[config.mk]
export PLATFORM = sky130hd
export DESIGN_NAME = gpio_regblock
export DESIGN_NICKNAME = d
export VERILOG_FILES = /design/src/rtl/gpio_pkg.sv /design/src/rtl/gpio_bus_decode.sv /design/src/rtl/gpio_reg_file.sv /design/src/rtl/gpio_in_sync.sv /design/src/rtl/gpio_irq_map.sv /design/src/rtl/gpio_regblock.sv
export SDC_FILE = /design/constraint.sdc
export NUM_CORES = 1
export LEC_CHECK = 0
export ABC_AREA = 1
export BUFFER_PORTS_ARGS = -buffer_cell sky130_fd_sc_hd__clkbuf_2
export CORE_MARGIN = 1
export CORE_UTILIZATION = 55
export CTS_BUF_LIST = sky130_fd_sc_hd__clkbuf_8
export DETAILED_ROUTE_END_ITERATION = 8
export HOLD_SLACK_MARGIN = 0.03
export PLACE_DENSITY = 0.81
export SLEW_MARGIN = 5
export SYNTH_ARGS = -nofsm -noshare
export SYNTH_HDL_FRONTEND = slang
export SYNTH_HIERARCHICAL = 1
export SYNTH_SLANG_ARGS = --single-unit
export TNS_END_PERCENT = 30
[constraint.sdc]
create_clock -name clk -period 3.6 [get_ports clk]
set_input_delay 0.9 -clock clk [delete_from_list [all_inputs] [get_ports clk]]
set_output_delay 0.9 -clock clk [all_outputs]
set_load 0.03 [all_outputs]
[src/rtl/gpio_pkg.sv]
package gpio_pkg;

    localparam int unsigned OFF_LEVEL  = 'h00;
    localparam int unsigned OFF_DIR    = 'h04;
    localparam int unsigned OFF_SET    = 'h08;
    localparam int unsigned OFF_CLR    = 'h0C;
    localparam int unsigned OFF_QUIET0 = 'h10;
    localparam int unsigned OFF_QUIET1 = 'h14;
    localparam int unsigned OFF_QUIET2 = 'h18;
    localparam int unsigned OFF_IRQEN  = 'h20;

    typedef enum logic [2:0] {
        SEL_LEVEL,
        SEL_DIR,
        SEL_SET,
        SEL_CLR,
        SEL_QUIET,
        SEL_IRQEN,
        SEL_NONE
    } reg_sel_e;

    typedef struct packed {
        logic     req;
        logic     wr_ok;
        logic     rd_ok;
        reg_sel_e sel;
    } bus_cmd_t;

    function automatic logic is_level_op(input reg_sel_e s);
        return (s == SEL_SET) || (s == SEL_CLR);
    endfunction

endpackage

[src/rtl/gpio_bus_decode.sv]
module gpio_bus_decode
    import gpio_pkg::*;
#(
    parameter int ADDR_W = 8,
    parameter int BE_W   = 4
) (
    input  logic              bus_rd,
    input  logic              bus_wr,
    input  logic [ADDR_W-1:0] bus_addr,
    input  logic [BE_W-1:0]   bus_be,
    output bus_cmd_t          cmd_o
);

    logic     full_word;
    reg_sel_e sel;

    assign full_word = &bus_be;

    always_comb begin
        unique case (bus_addr)
            ADDR_W'(OFF_LEVEL):  sel = SEL_LEVEL;
            ADDR_W'(OFF_DIR):    sel = SEL_DIR;
            ADDR_W'(OFF_SET):    sel = SEL_SET;
            ADDR_W'(OFF_CLR):    sel = SEL_CLR;
            ADDR_W'(OFF_QUIET0),
            ADDR_W'(OFF_QUIET1),
            ADDR_W'(OFF_QUIET2): sel = SEL_QUIET;
            ADDR_W'(OFF_IRQEN):  sel = SEL_IRQEN;
            default:             sel = SEL_NONE;
        endcase
    end

    always_comb begin
        cmd_o.req   = bus_rd | bus_wr;
        cmd_o.wr_ok = bus_wr & full_word;
        cmd_o.rd_ok = bus_rd & ~bus_wr & full_word;
        cmd_o.sel   = sel;
    end

endmodule

[src/rtl/gpio_reg_file.sv]
module gpio_reg_file
    import gpio_pkg::*;
#(
    parameter int DATA_W = 32
) (
    input  logic              clk,
    input  logic              rst,
    input  bus_cmd_t          cmd_i,
    input  logic [DATA_W-1:0] wdata_i,
    output logic [DATA_W-1:0] level_o,
    output logic [DATA_W-1:0] dir_o,
    output logic [DATA_W-1:0] irqen_o,
    output logic [DATA_W-1:0] rdata_o,
    output logic              ready_o,
    output logic              reject_o
);

    logic [DATA_W-1:0] level_q, dir_q, irqen_q;
    logic [DATA_W-1:0] level_d, rd_mux;
    logic              hits_output, apply_level, reject_d;

    assign hits_output = |(dir_q & wdata_i);
    assign apply_level = cmd_i.wr_ok && is_level_op(cmd_i.sel) && hits_output;
    assign reject_d    = cmd_i.wr_ok && is_level_op(cmd_i.sel) && !hits_output;

    always_comb begin
        if (cmd_i.sel == SEL_SET) level_d = level_q | wdata_i;
        else                      level_d = level_q & ~wdata_i;
    end

    always_comb begin
        rd_mux = '0;
        if (cmd_i.rd_ok) begin
            case (cmd_i.sel)
                SEL_LEVEL: rd_mux = level_q;
                SEL_DIR:   rd_mux = dir_q;
                SEL_IRQEN: rd_mux = irqen_q;
                default:   rd_mux = '0;
            endcase
        end
    end

    always_ff @(posedge clk) begin
        if (rst) begin
            level_q  <= '0;
            dir_q    <= '0;
            irqen_q  <= '0;
            rdata_o  <= '0;
            ready_o  <= 1'b0;
            reject_o <= 1'b0;
        end else begin
            ready_o  <= cmd_i.req;
            reject_o <= reject_d;
            rdata_o  <= rd_mux;
            if (apply_level) level_q <= level_d;
            if (cmd_i.wr_ok && cmd_i.sel == SEL_DIR)   dir_q   <= wdata_i;
            if (cmd_i.wr_ok && cmd_i.sel == SEL_IRQEN) irqen_q <= wdata_i;
        end
    end

    assign level_o = level_q;
    assign dir_o   = dir_q;
    assign irqen_o = irqen_q;

endmodule

[src/rtl/gpio_in_sync.sv]
module gpio_in_sync #(
    parameter int DATA_W = 32,
    parameter int STAGES = 2
) (
    input  logic              clk,
    input  logic              rst,
    input  logic [DATA_W-1:0] async_i,
    output logic [DATA_W-1:0] sync_o
);

    logic [DATA_W-1:0] stage_q [STAGES];

    always_ff @(posedge clk) begin
        if (rst) stage_q[0] <= '0;
        else     stage_q[0] <= async_i;
    end

    for (genvar s = 1; s < STAGES; s++) begin : g_stage
        always_ff @(posedge clk) begin
            if (rst) stage_q[s] <= '0;
            else     stage_q[s] <= stage_q[s-1];
        end
    end

    assign sync_o = stage_q[STAGES-1];

endmodule

[src/rtl/gpio_irq_map.sv]
module gpio_irq_map #(
    parameter int DATA_W  = 32,
    parameter int NUM_LOW = 8
) (
    input  logic [DATA_W-1:0]  en_i,
    input  logic [DATA_W-1:0]  lvl_i,
    output logic [NUM_LOW-1:0] irq_low_o,
    output logic               irq_high_o
);

    localparam int HIGH_W = DATA_W - NUM_LOW;

    logic [DATA_W-1:0] active;

    assign active = en_i & lvl_i;

    for (genvar n = 0; n < NUM_LOW; n++) begin : g_low
        assign irq_low_o[n] = active[n];
    end

    if (HIGH_W > 0) begin : g_high
        assign irq_high_o = |active[DATA_W-1:NUM_LOW];
    end else begin : g_no_high
        assign irq_high_o = 1'b0;
    end

endmodule

[src/rtl/gpio_regblock.sv]
module gpio_regblock
    import gpio_pkg::*;
#(
    parameter int DATA_W      = 32,
    parameter int ADDR_W      = 8,
    parameter int NUM_LOW_IRQ = 8,
    parameter int SYNC_STAGES = 2
) (
    input  logic                   clk,
    input  logic                   rst,
    input  logic                   bus_rd,
    input  logic                   bus_wr,
    input  logic [ADDR_W-1:0]      bus_addr,
    input  logic [DATA_W/8-1:0]    bus_be,
    input  logic [DATA_W-1:0]      bus_wdata,
    output logic [DATA_W-1:0]      bus_rdata,
    output logic                   bus_ready,
    input  logic [DATA_W-1:0]      pad_in,
    output logic [DATA_W-1:0]      pad_out,
    output logic [DATA_W-1:0]      pad_oe,
    output logic [NUM_LOW_IRQ-1:0] irq_pin,
    output logic                   irq_upper,
    output logic                   wr_reject
);

    localparam int BE_W = DATA_W / 8;

    bus_cmd_t          cmd;
    logic [DATA_W-1:0] level, dir, irqen, pad_sync;

    gpio_bus_decode #(.ADDR_W(ADDR_W), .BE_W(BE_W)) u_decode (
        .bus_rd   (bus_rd),
        .bus_wr   (bus_wr),
        .bus_addr (bus_addr),
        .bus_be   (bus_be),
        .cmd_o    (cmd)
    );

    gpio_reg_file #(.DATA_W(DATA_W)) u_regs (
        .clk      (clk),
        .rst      (rst),
        .cmd_i    (cmd),
        .wdata_i  (bus_wdata),
        .level_o  (level),
        .dir_o    (dir),
        .irqen_o  (irqen),
        .rdata_o  (bus_rdata),
        .ready_o  (bus_ready),
        .reject_o (wr_reject)
    );

    gpio_in_sync #(.DATA_W(DATA_W), .STAGES(SYNC_STAGES)) u_sync (
        .clk     (clk),
        .rst     (rst),
        .async_i (pad_in),
        .sync_o  (pad_sync)
    );

    gpio_irq_map #(.DATA_W(DATA_W), .NUM_LOW(NUM_LOW_IRQ)) u_irq (
        .en_i       (irqen),
        .lvl_i      (pad_sync),
        .irq_low_o  (irq_pin),
        .irq_high_o (irq_upper)
    );

    assign pad_oe  = dir;
    assign pad_out = level & dir;

endmodule

* After elaboration in Yosys (flattened, before gate mapping)
Memories as Yosys holds them, arrays and structs flattened.
Cells that the tools add are included.
** Word-level totals
- Bits in registers :: 130
- Latch bits :: 0
- Memory bits (writable) :: 64
- Bits in read-only memories :: 0
- Bits of input ports :: 80
- Output and inout port bits :: 107
- Word-level logic and storage cells :: 54
- Memories kept :: 1
** Operators by class
- $add $sub $neg :: 0
- $mul :: 0
- Div/mod/pow operators :: 0
- Magnitude comparators :: 0
- Equal/unequal tests :: 11
- Shift operators :: 0
- Muxes and demuxes :: 8
- Bitwise operators :: 14
- Reduce and logical (&&, ||, !) cells :: 14
** Memory list
- u_sync.stage_q :: words 2, bits a word 32, read ports 2, clocked after Yosys merged registers in 0, write ports 2, line gpio_in_sync.sv:11 : logic [DATA_W-1:0] stage_q [STAGES];
** Operators by type and width (count)
- $and A32 B32 Y32 :: 4
- $mux W32 :: 3
- $pmux W32 S3 :: 1
- $not A32 Y32 :: 1
- $or A32 B32 Y32 :: 1
- $reduce_or A32 Y1 :: 1
- $eq A8 B5 Y1 const B :: 3
- $reduce_or A24 Y1 :: 1
- $pmux W3 S6 :: 1
- $eq A8 B4 Y1 const B :: 2
- $eq A8 B3 Y1 const B :: 1
- $eq A8 B6 Y1 const B :: 1
- $logic_not A8 Y1 :: 1
- $eq A3 B2 Y1 const B :: 2
- $logic_and A1 B1 Y1 :: 5
- $reduce_and A4 Y1 :: 1
- $and A1 B1 Y1 :: 3
- $eq A3 B1 Y1 const B :: 1
- $eq A3 B3 Y1 const B :: 1
- $logic_not A3 Y1 :: 1
- $mux W1 :: 3
- $or A1 B1 Y1 :: 3
- $reduce_or A3 Y1 :: 1
- $not A1 Y1 :: 2
- other kinds (3) :: 3

* Longest topological paths before layout
Gate-level depths: netlist of run 1.
- Depth after elaboration :: 7
- Depth in mapped cells :: 14
- Gate-level depth less buffers :: 13

* Cells and area by module
The synthesis of run 1 kept the hierarchy.
** By module, submodules not included
- gpio_reg_file :: instances 1, cells each 794, area an instance 5710.5 µm², seq. area each 2602.5 µm²
- gpio_in_sync :: instances 1, cells each 199, area an instance 1840.5 µm², seq. area each 1281.2 µm²
- gpio_regblock :: instances 1, cells each 64, area an instance 240.2 µm², seq. area each 0.0 µm²
- gpio_irq_map :: instances 1, cells each 59, area an instance 226.5 µm², seq. area each 0.0 µm²
- gpio_bus_decode :: instances 1, cells each 34, area an instance 151.4 µm², seq. area each 0.0 µm²

* Worst setup path after synthesis of run 1
OpenSTA, ideal clock, no wires.
- Path type :: input to register
- From :: in bus_addr[4]
- To :: reg u_regs.irqen_q[15] (netlist: u_regs/irqen_o[15])
- Library setup time :: 132 ps
- Data arrival time :: 2160 ps
- Data required time :: 3468 ps
- Path slack :: 1307 ps
- Cell stages on the path :: 9
- Buffers on the path :: 1
- Cells stage by stage :: nor2_1 nand3_2 nor2_1 nor2_1 nor3_4 nand2_4 buf_2 nand2_1 a21oi_1
** RTL lines
- start, declared :: line gpio_regblock.sv:13 : input logic [ADDR_W-1:0] bus_addr,
- end signal, assigned :: line gpio_reg_file.sv:57 : if (cmd_i.wr_ok && cmd_i.sel == SEL_IRQEN) irqen_q <= wdata_i;
- end, declared :: line gpio_reg_file.sv:18 : logic [DATA_W-1:0] level_q, dir_q, irqen_q;

==> impl_metrics.json, run 1 <==
{
  "status": "complete, no violations",
  "pre_cts_ws_ns": 0.555,
  "crit_path_start_kind": "primary input",
  "gr-usage-all-layers": 0.278,
  "die_area_um2": 15300,
  "ant_nets": 0,
  "cts_setup_buffers": 0,
  "io_buffers": 186,
  "initial_core_util": 0.562,
  "fin_cells": 1506,
  "synth_common_cells": "252 x nand2_1, 226 x inv_1, 194 x dfxtp_1",
  "drt_iter0_drc": 683,
  "synth_top_area_frac": 0.475,
  "clk_pin_slew_ns": 0.09,
  "cp-end-kind": "flip-flop",
  "root_buffer": "clkbuf_8",
  "hold_slack_ns": 0.394,
  "synth.cell_area_um2": 8170,
  "yosys_warnings": 6,
  "synth.distinct_cells": 28,
  "total_leakage_power_nw": 4.81,
  "crit_arrival_ns": 3.00,
  "wl_per_cell_um": 13.8,
  "syn_avg_cell_area_um2": 7.10,
  "async_reset_ff_frac": 0,
  "post-route-drc-count": 0,
  "min_period_ns": 2.61,
  "cts.repair.resized": 0,
  "rows": 44,
  "synth_area_leaders": "dfxtp_1 48%, nand2_1 12%, inv_1 10%",
  "grt_max_degree": 87,
  "overflow": 0,
  "antenna_found_initial": 0,
  "skew_ns": 0.0103,
  "die_h_um": 124,
  "gp_congestion": 0.856,
  "synthFlopType": "dfxtp_1",
  "rsz0062_at_grt": "false",
  "firstDrtPassIters": 5,
  "tightest_slew_ns": 0.900,
  "place.detailed.hpwl_um": 13900,
  "synth_edf_count": 0,
  "critPathKind": "in -> reg",
  "fin_crit_sh": 0.725,
  "max_slew_margin": 0.400,
  "maxSlewViolCount": 0,
  "max-vdd-ir-drop_mv": 0.296,
  "synth_cells": 1150,
  "worst_slack_ns": 0.989,
  "synth_most_common_cell": "nand2_1",
  "die_w_um": 124,
  "vias": 7580,
  "setup_viol": 0,
  "syn_nets": 1230,
  "seq_area_frac_synth": 0.475,
  "drv_cap": 0,
  "final.setup.tns_ns": 0,
  "totalPowerFinal_mw": 3.93,
  "max_freq_mhz": 383,
  "num-nets-final": 1389,
  "hold_viol": 0,
  "yosysTopAreaCell": "dfxtp_1",
  "cts_hold_buffers": 0,
  "antenna_cells": 0,
  "numCtsBuffers": 17,
  "cts.sinks": 194,
  "cellPowerDensity_nw_per_um2": 413,
  "cts_tree": "done",
  "finalWirelength_um": 20800,
  "worst_ep_required_time_ns": 3.99,
  "grt_pass1_wl_um": 32400,
  "num_io_pins": 187,
  "min_path_type": "reg -> reg",
  "htreeDepth": 4,
  "area_growth_pct": 16.7,
  "drive_above_1_share": 0.195,
  "worstPathMaxFanout": 53,
  "place_inst": 1474,
  "viasPerCell": 5.03,
  "core_area_um2": 14500,
  "synth_seq_cells": 194,
  "clk_path_buf_depth": 2,
  "first_global_vias": 6619,
  "clkLatencyLatePin_ns": 0.46
}
## worst max-delay path, cell delays in order
cell and delay, ns:
clkbuf_2 0.11, nor2_1 0.05, nand3_2 0.14, nor2_1 0.05
nor2_1 0.32, nor2_1 0.09, nand2_1 0.09, nor2_1 0.05
buf_4 0.17, inv_2 0.65, o21ai_0 0.19, a21oi_1 0.16
## logic make-up after synthesis
family	after synthesis	synth area share
and+or+nand+nor	524	0.265
AOI/OAI and AO/OA	138	0.104
DFF	194	0.475
buffers and inverters	294	0.155
## through the flow
step	cell area, µm²	util
after floorplan	8170	-
after global routing	9530	0.656
final	9530	0.656
after CTS	9530	0.656
after global placement	9070	0.624
after detailed placement	9070	0.624
## worst paths after layout
path | from | to | slack (ns) | depth (start not counted)
hold / removal | u_sync/stage_q[0][13] | u_sync/stage_q[1][13] | 0.39 | 2
hold reg to reg | u_sync/stage_q[0][13] | u_sync/stage_q[1][13] | 0.39 | 2
setup reg to reg | u_regs/dir_o[13] | flip-flop | 1.66 | 11
setup / recovery | bus_addr[5] | u_regs/dir_o[17] | 0.99 | 12
## power by group
| group | total, mW | internal, mW | switching (mW) |
|---|---|---|---|
| Clock | 1.59 | 0.866 | 0.723 |
| Sequential | 2.19 | 2.18 | 0.00847 |
| Combinational | 0.160 | 0.0582 | 0.102 |
| Total | 3.93 | 3.10 | 0.833 |
## area by class of cell
| type | count | area (µm²) |
|---|---|---|
| Fill cell | 1304 | 5000 |
| Tap cell | 184 | 230 |
| Clock buffer | 23 | 317 |
| Timing Repair Buffer | 199 | 1040 |
| Multi-Input combinational cell | 662 | 3030 |
| Sequential cell | 194 | 3880 |
| Inverter | 235 | 882 |
| Clock inverter | 9 | 151 |
## routing by layer
metal  vias up  global-route usage  share of wire
li1       3821                   -              -
met1      3411               0.357           0.42
met2       316               0.452           0.46
met3        32              0.0582          0.085
met4         0               0.114          0.027
met5         -                   0              0
## cells in the final DEF, fill, tap and decap left out, types with 3 or more instances in the layout
| cell type | n |
|---|---|
| dfxtp_1 | 194 |
| o221ai_1 | 10 |
| clkbuf_8 | 23 |
| nand3_1 | 53 |
| nand2_2 | 3 |
| bufinv_16 | 4 |
| o22ai_2 | 7 |
| nor2_1 | 173 |
| nor2_2 | 4 |
| o21ai_0 | 35 |
| a221oi_1 | 10 |
| inv_1 | 227 |
| o221ai_2 | 3 |
| inv_2 | 8 |
| a21oi_1 | 62 |
| nand4_1 | 35 |
| buf_4 | 12 |
| nand2_1 | 251 |
| clkbuf_2 | 185 |
| o21ai_1 | 9 |
Power figures use the tool's default switching activity.
==> run 2, diff against run 1 <==
--- a/config.mk
+++ b/config.mk
@@ -5,7 +5,7 @@
 export SDC_FILE = /design/constraint.sdc
 export NUM_CORES = 1
 export LEC_CHECK = 0
-export ABC_AREA = 1
+export ABC_AREA = 0
 export BUFFER_PORTS_ARGS = -buffer_cell sky130_fd_sc_hd__clkbuf_2
 export CORE_MARGIN = 1
 export CORE_UTILIZATION = 55
==> constraint.sdc (replaced) <==
create_clock -name clk -period 2.65 [get_ports clk]
set_input_delay 0.6625 -clock clk [delete_from_list [all_inputs] [get_ports clk]]
set_output_delay 0.6625 -clock clk [all_outputs]
set_load 0.03 [all_outputs]
==> impl_metrics.json, run 2 <==
{
  "rsz0062_at_grt": "false",
  "clk_path_buf_depth": 2,
  "viasPerCell": 5.45,
  "worst_slack_ns": 0.221,
  "die_area_um2": 14900,
  "syn_avg_cell_area_um2": 9.49,
  "tightest_slew_ns": 0.476,
  "layout.cells.most_common": "dfxtp_1",
  "drive_above_1_share": 0.337,
  "synth_mux_area_frac": 0.0820,
  "synth_cells": 836,
  "fin_crit_sh": 0.917,
  "grt_pass1_wl_um": 31900,
  "crit_arrival_ns": 1.77,
  "cellPowerDensity_nw_per_um2": 531,
  "critPathKind": "reg -> out",
  "antenna_found_initial": 0,
  "gr-usage-all-layers": 0.282,
  "synth-simple-area-share": 0.242,
  "min-delay-start": "pad_in[14]",
  "worst_ep_required_time_ns": 1.99,
  "post-route-drc-count": 0,
  "cts_tree": "done",
  "cts_hold_buffers": 0,
  "cts.sinks": 194,
  "layout_common_cells": "194 x dfxtp_1, 185 x clkbuf_2, 130 x nand2_1, 97 x a21oi_1, 67 x nor2_1",
  "final.setup.tns_ns": 0,
  "async_reset_ff_frac": 0,
  "htreeDepth": 4,
  "setup_viol": 0,
  "hold_viol": 0,
  "clk_pin_slew_ns": 0.09,
  "core_area_um2": 14000,
  "worstPathCellList": "a22oi_2, nand4_1, or3_1, clkbuf_2",
  "yosys_warnings": 6,
  "rrSetupSlack_ns": 0.57,
  "worstPathMaxFanout": 3,
  "slowest_delay_ns": 0.39,
  "min_path_type": "in -> reg",
  "synth_most_common_cell": "dfxtp_1",
  "max-vdd-ir-drop_mv": 0.459,
  "cts_setup_buffers": 0,
  "cts.repair.resized": 0,
  "critPathLaunch": "u_regs/irqen_o[8]",
  "synth_top_area_frac": 0.490,
  "crit_end": "irq_upper",
  "antenna_cells": 0,
  "synth_top_family_by_area": "simple AND/OR/NAND/NOR gates",
  "total_leakage_power_nw": 3.91,
  "num-nets-final": 1084,
  "max_freq_mhz": 412,
  "worstRegToRegCells": 6,
  "fin_area_um2": 9450,
  "die_w_um": 122,
  "gp_congestion": 0.864,
  "rows": 43,
  "max_slew_margin": 0.682,
  "initial_core_util": 0.567,
  "num_io_pins": 187,
  "min_period_ns": 2.43,
  "place.detailed.hpwl_um": 14500,
  "synth_common_cells": "194 x dfxtp_1, 130 x nand2_1, 97 x a21oi_1",
  "numCtsBuffers": 17,
  "synthAdderAreaFrac": 0,
  "finalWirelength_um": 20600,
  "die_h_um": 122,
  "slowest_stage": "or3_1",
  "synth_compound_area_frac": 0.145,
  "area_growth_pct": 19.1,
  "grt_max_degree": 65,
  "utilization": 0.675,
  "clkLatencyLatePin_ns": 0.47,
  "drt_iter0_drc": 757,
  "fill_cells": 1130,
  "status": "complete, no violations",
  "crit_path_start_kind": "flip-flop",
  "wl_per_cell_um": 17.2,
  "drv_cap": 0,
  "cp-end-kind": "primary output",
  "vias": 6528,
  "firstDrtPassIters": 6,
  "ant_nets": 0,
  "synthFlopType": "dfxtp_1",
  "skew_ns": 0.0129,
  "seq_area_frac_synth": 0.490,
  "first_global_vias": 5991,
  "synth.cell_area_um2": 7930,
  "synth.distinct_cells": 35,
  "pre_cts_ws_ns": 0.0417,
  "synth_edf_count": 0,
  "r2r-start": "u_regs/dir_o[5]",
  "syn_nets": 916,
  "synth_area_leaders": "dfxtp_1 49%, mux2i_1 8.2%, nor2b_2 6.6%",
  "place_area_um2": 9080,
  "overflow": 0,
  "maxSlewViolCount": 0,
  "yosysTopAreaCell": "dfxtp_1",
  "synth_seq_cells": 194,
  "root_buffer": "clkbuf_8",
  "synth_xor_area_frac": 0,
  "totalPowerFinal_mw": 5.02,
  "io_buffers": 186
}
==> run 2: cell count changes after synthesis, sizes merged, moves of 44 or more <==
cell,before,now
inv,233,1
nand2,255,130
nor2,177,68
nor2b,0,66
mux2i,0,65
nand3,54,1
o21ai,44,0
==> run 2: kinds of logic after synthesis <==
kind of cell,count (synthesis)
compound gates,158
buf+inv,61
flops,194
mux,65
simple gates,358
==> run 2: worst max-delay path: cells and delay by family (launching register included) <==
family | cells | cell delay [ns]
and+or+nand+nor | 2 | 0.49
DFF | 1 | 0.38
AOI/OAI and AO/OA | 1 | 0.24
buffers and inverters | 1 | 0.20
==> run 2: layout make-up <==
cell class	count	area, µm²	area share
multi-input combinational	581	3730	0.395
inverter	1	3.75	0.000397
clock buffer	19	262	0.0277
sequential	194	3880	0.411
tap	180	225	0.0238
clock inverter	13	109	0.0115
timing repair buffer	209	1230	0.131
==> run 2: worst min path at each step <==
stage,endpoint,slack (ns),cells after the start
2_1_floorplan,u_sync/stage_q[1][29],0.41,1
4_1_cts,u_sync/stage_q[0][14],0.37,2
3_5_place_dp,u_sync/stage_q[1][1],0.42,1
3_3_place_gp,u_sync/stage_q[1][6],0.42,1
5_1_grt,u_sync/stage_q[0][1],0.38,2
6_report,u_sync/stage_q[0][14],0.40,2
==> run 2: through the flow <==
step | instances | hold WS (ns)
floorplan | 836 | 0.414
CTS | 1197 | 0.374
global placement | 1165 | 0.415
global route | 1197 | 0.385
detailed placement | 1165 | 0.423
finish | 1197 | 0.402
==> run 2: report_power, final <==
| part | total [mW] | switching (mW) | internal [mW] |
|---|---|---|---|
| clock network | 1.81 | 1.02 | 0.792 |
| registers | 2.97 | 0.0109 | 2.96 |
| logic | 0.237 | 0.132 | 0.105 |
| total | 5.02 | 1.17 | 3.86 |
==> run 2: per-layer routing <==
layer | routed length [µm] | GRT usage | share of wire | vias to the layer above
met5 | 0 | 0 | 0 | -
met1 | 8690 | 0.366 | 0.42 | 3067
met3 | 1460 | 0.0520 | 0.071 | 27
li1 | - | - | - | 3130
met2 | 10000 | 0.467 | 0.49 | 304
met4 | 388 | 0.102 | 0.019 | 0
==> run 3, diff against run 2 <==
--- a/config.mk
+++ b/config.mk
@@ -12,6 +12,7 @@
 export CTS_BUF_LIST = sky130_fd_sc_hd__clkbuf_8
 export DETAILED_ROUTE_END_ITERATION = 8
 export HOLD_SLACK_MARGIN = 0.03
+export MAX_ROUTING_LAYER = met4
 export PLACE_DENSITY = 0.81
 export SLEW_MARGIN = 5
 export SYNTH_ARGS = -nofsm -noshare
==> impl_metrics.json, run 3 (same netlist as run 2, synthesis figures left out) <==
{
  "final.setup.tns_ns": 0,
  "cts_hold_buffers": 0,
  "core_area_um2": 14000,
  "drt_iter0_drc": 718,
  "drive_above_1_share": 0.337,
  "maxSlewViolCount": 0,
  "num-nets-final": 1084,
  "totalPowerFinal_mw": 5.02,
  "die_h_um": 122,
  "area_growth_pct": 19.1,
  "setup_viol": 0,
  "tightest_slew_ns": 0.470,
  "gp_congestion": 0.878,
  "rsz0062_at_grt": "false",
  "cts.sinks": 194,
  "fin_area_um2": 9450,
  "antenna_found_initial": 0,
  "crit_path_start_kind": "flip-flop",
  "rows": 43,
  "slowest_delay_ns": 0.39,
  "max_freq_mhz": 411,
  "skew_ns": 0.0115,
  "io_buffers": 186,
  "min_period_ns": 2.43,
  "fin_cells": 1197,
  "die_w_um": 122,
  "initial_core_util": 0.567,
  "place_inst": 1165,
  "finalWirelength_um": 20600,
  "cts_tree": "done",
  "drv_cap": 0,
  "max-vdd-ir-drop_mv": 0.462,
  "grt_pass1_wl_um": 31900,
  "ant_nets": 0,
  "layout.cells.most_common": "dfxtp_1",
  "firstDrtPassIters": 6,
  "layout_common_cells": "194 x dfxtp_1, 185 x clkbuf_2, 130 x nand2_1, 97 x a21oi_1, 67 x nor2_1",
  "place_area_um2": 9080,
  "die_area_um2": 14900,
  "max_slew_margin": 0.687,
  "fin_crit_sh": 0.918,
  "worstPathMaxFanout": 3,
  "num_io_pins": 187,
  "slowest_stage": "or3_1",
  "antenna_cells": 0,
  "grt_max_degree": 65,
  "worstPathCellList": "a22oi_2, nand4_1, or3_1, clkbuf_2",
  "cp-end-kind": "primary output",
  "cts.repair.resized": 0,
  "vias": 6478,
  "overflow": 0,
  "clk_path_buf_depth": 2,
  "viasPerCell": 5.41,
  "htreeDepth": 4,
  "cts_setup_buffers": 0,
  "crit_arrival_ns": 1.77,
  "crit_buf_inv": 1,
  "hold_viol": 0,
  "root_buffer": "clkbuf_8",
  "total_leakage_power_nw": 3.91,
  "worst_ep_required_time_ns": 1.99,
  "place.detailed.hpwl_um": 14500,
  "critPathKind": "reg -> out",
  "cp_top_family": "simple AND/OR/NAND/NOR gates",
  "clk_pin_slew_ns": 0.09,
  "numCtsBuffers": 17,
  "post-route-drc-count": 0,
  "cellPowerDensity_nw_per_um2": 532,
  "first_global_vias": 5985,
  "clkLatencyLatePin_ns": 0.47,
  "gr-usage-all-layers": 0.291,
  "wl_per_cell_um": 17.2,
  "min_path_type": "in -> reg",
  "status": "complete, no violations"
}
-- run 3: per-layer routing --
metal / track usage / part of all wire / routed length, µm
met5: - / 0 / 0
met3: 0.0529 / 0.076 / 1560
met1: 0.367 / 0.42 / 8610
met2: 0.466 / 0.48 / 9950
met4: 0.102 / 0.023 / 472
-- run 3: worst reg2reg max path, cell delays in order, from the launching register on --
cell and delay (ns):
dfxtp_1 0.39, a22o_1 0.30, a221oi_1 0.39, nand4_2 0.17, buf_4 0.29, o211ai_1 0.25
mux2i_1 0.19
-- run 3: final timing paths --
kind / cells past startpoint / startpoint / slack, ns / to
max: 4 / u_regs/irqen_o[8] / 0.22 / irq_upper
min: 2 / pad_in[14] / 0.40 / u_sync/stage_q[0][14]
max reg2reg: 6 / u_regs/dir_o[5] / 0.60 / flip-flop
min reg2reg: 1 / u_sync/stage_q[0][1] / 0.44 / u_sync/stage_q[1][1]
-- run 3: area by class of cell --
class / instances / area [µm²]
Fill cell: 1130 / 4540
Multi-Input combinational cell: 581 / 3730
Sequential cell: 194 / 3880
Inverter: 1 / 3.75
Timing Repair Buffer: 209 / 1230
Clock buffer: 19 / 262
Clock inverter: 13 / 109
Tap cell: 180 / 225
-- run 3: stage by stage --
step	worst slack (ns)	hold WS [ns]	utilization
floorplan	0.0475	0.414	-
global placement	0.0676	0.415	0.649
detailed placement	0.0417	0.423	0.649
CTS	0.182	0.374	0.675
global route	0.140	0.382	0.675
finish	0.216	0.400	0.675
-- run 3: where the power goes --
group / total [mW] / leakage, nW / switching (mW) / internal, mW
sequential: 2.97 / 1.58 / 0.0109 / 2.96
combinational: 0.237 / 2.13 / 0.133 / 0.105
clock: 1.82 / 0.200 / 1.02 / 0.792
total: 5.02 / 3.91 / 1.17 / 3.86
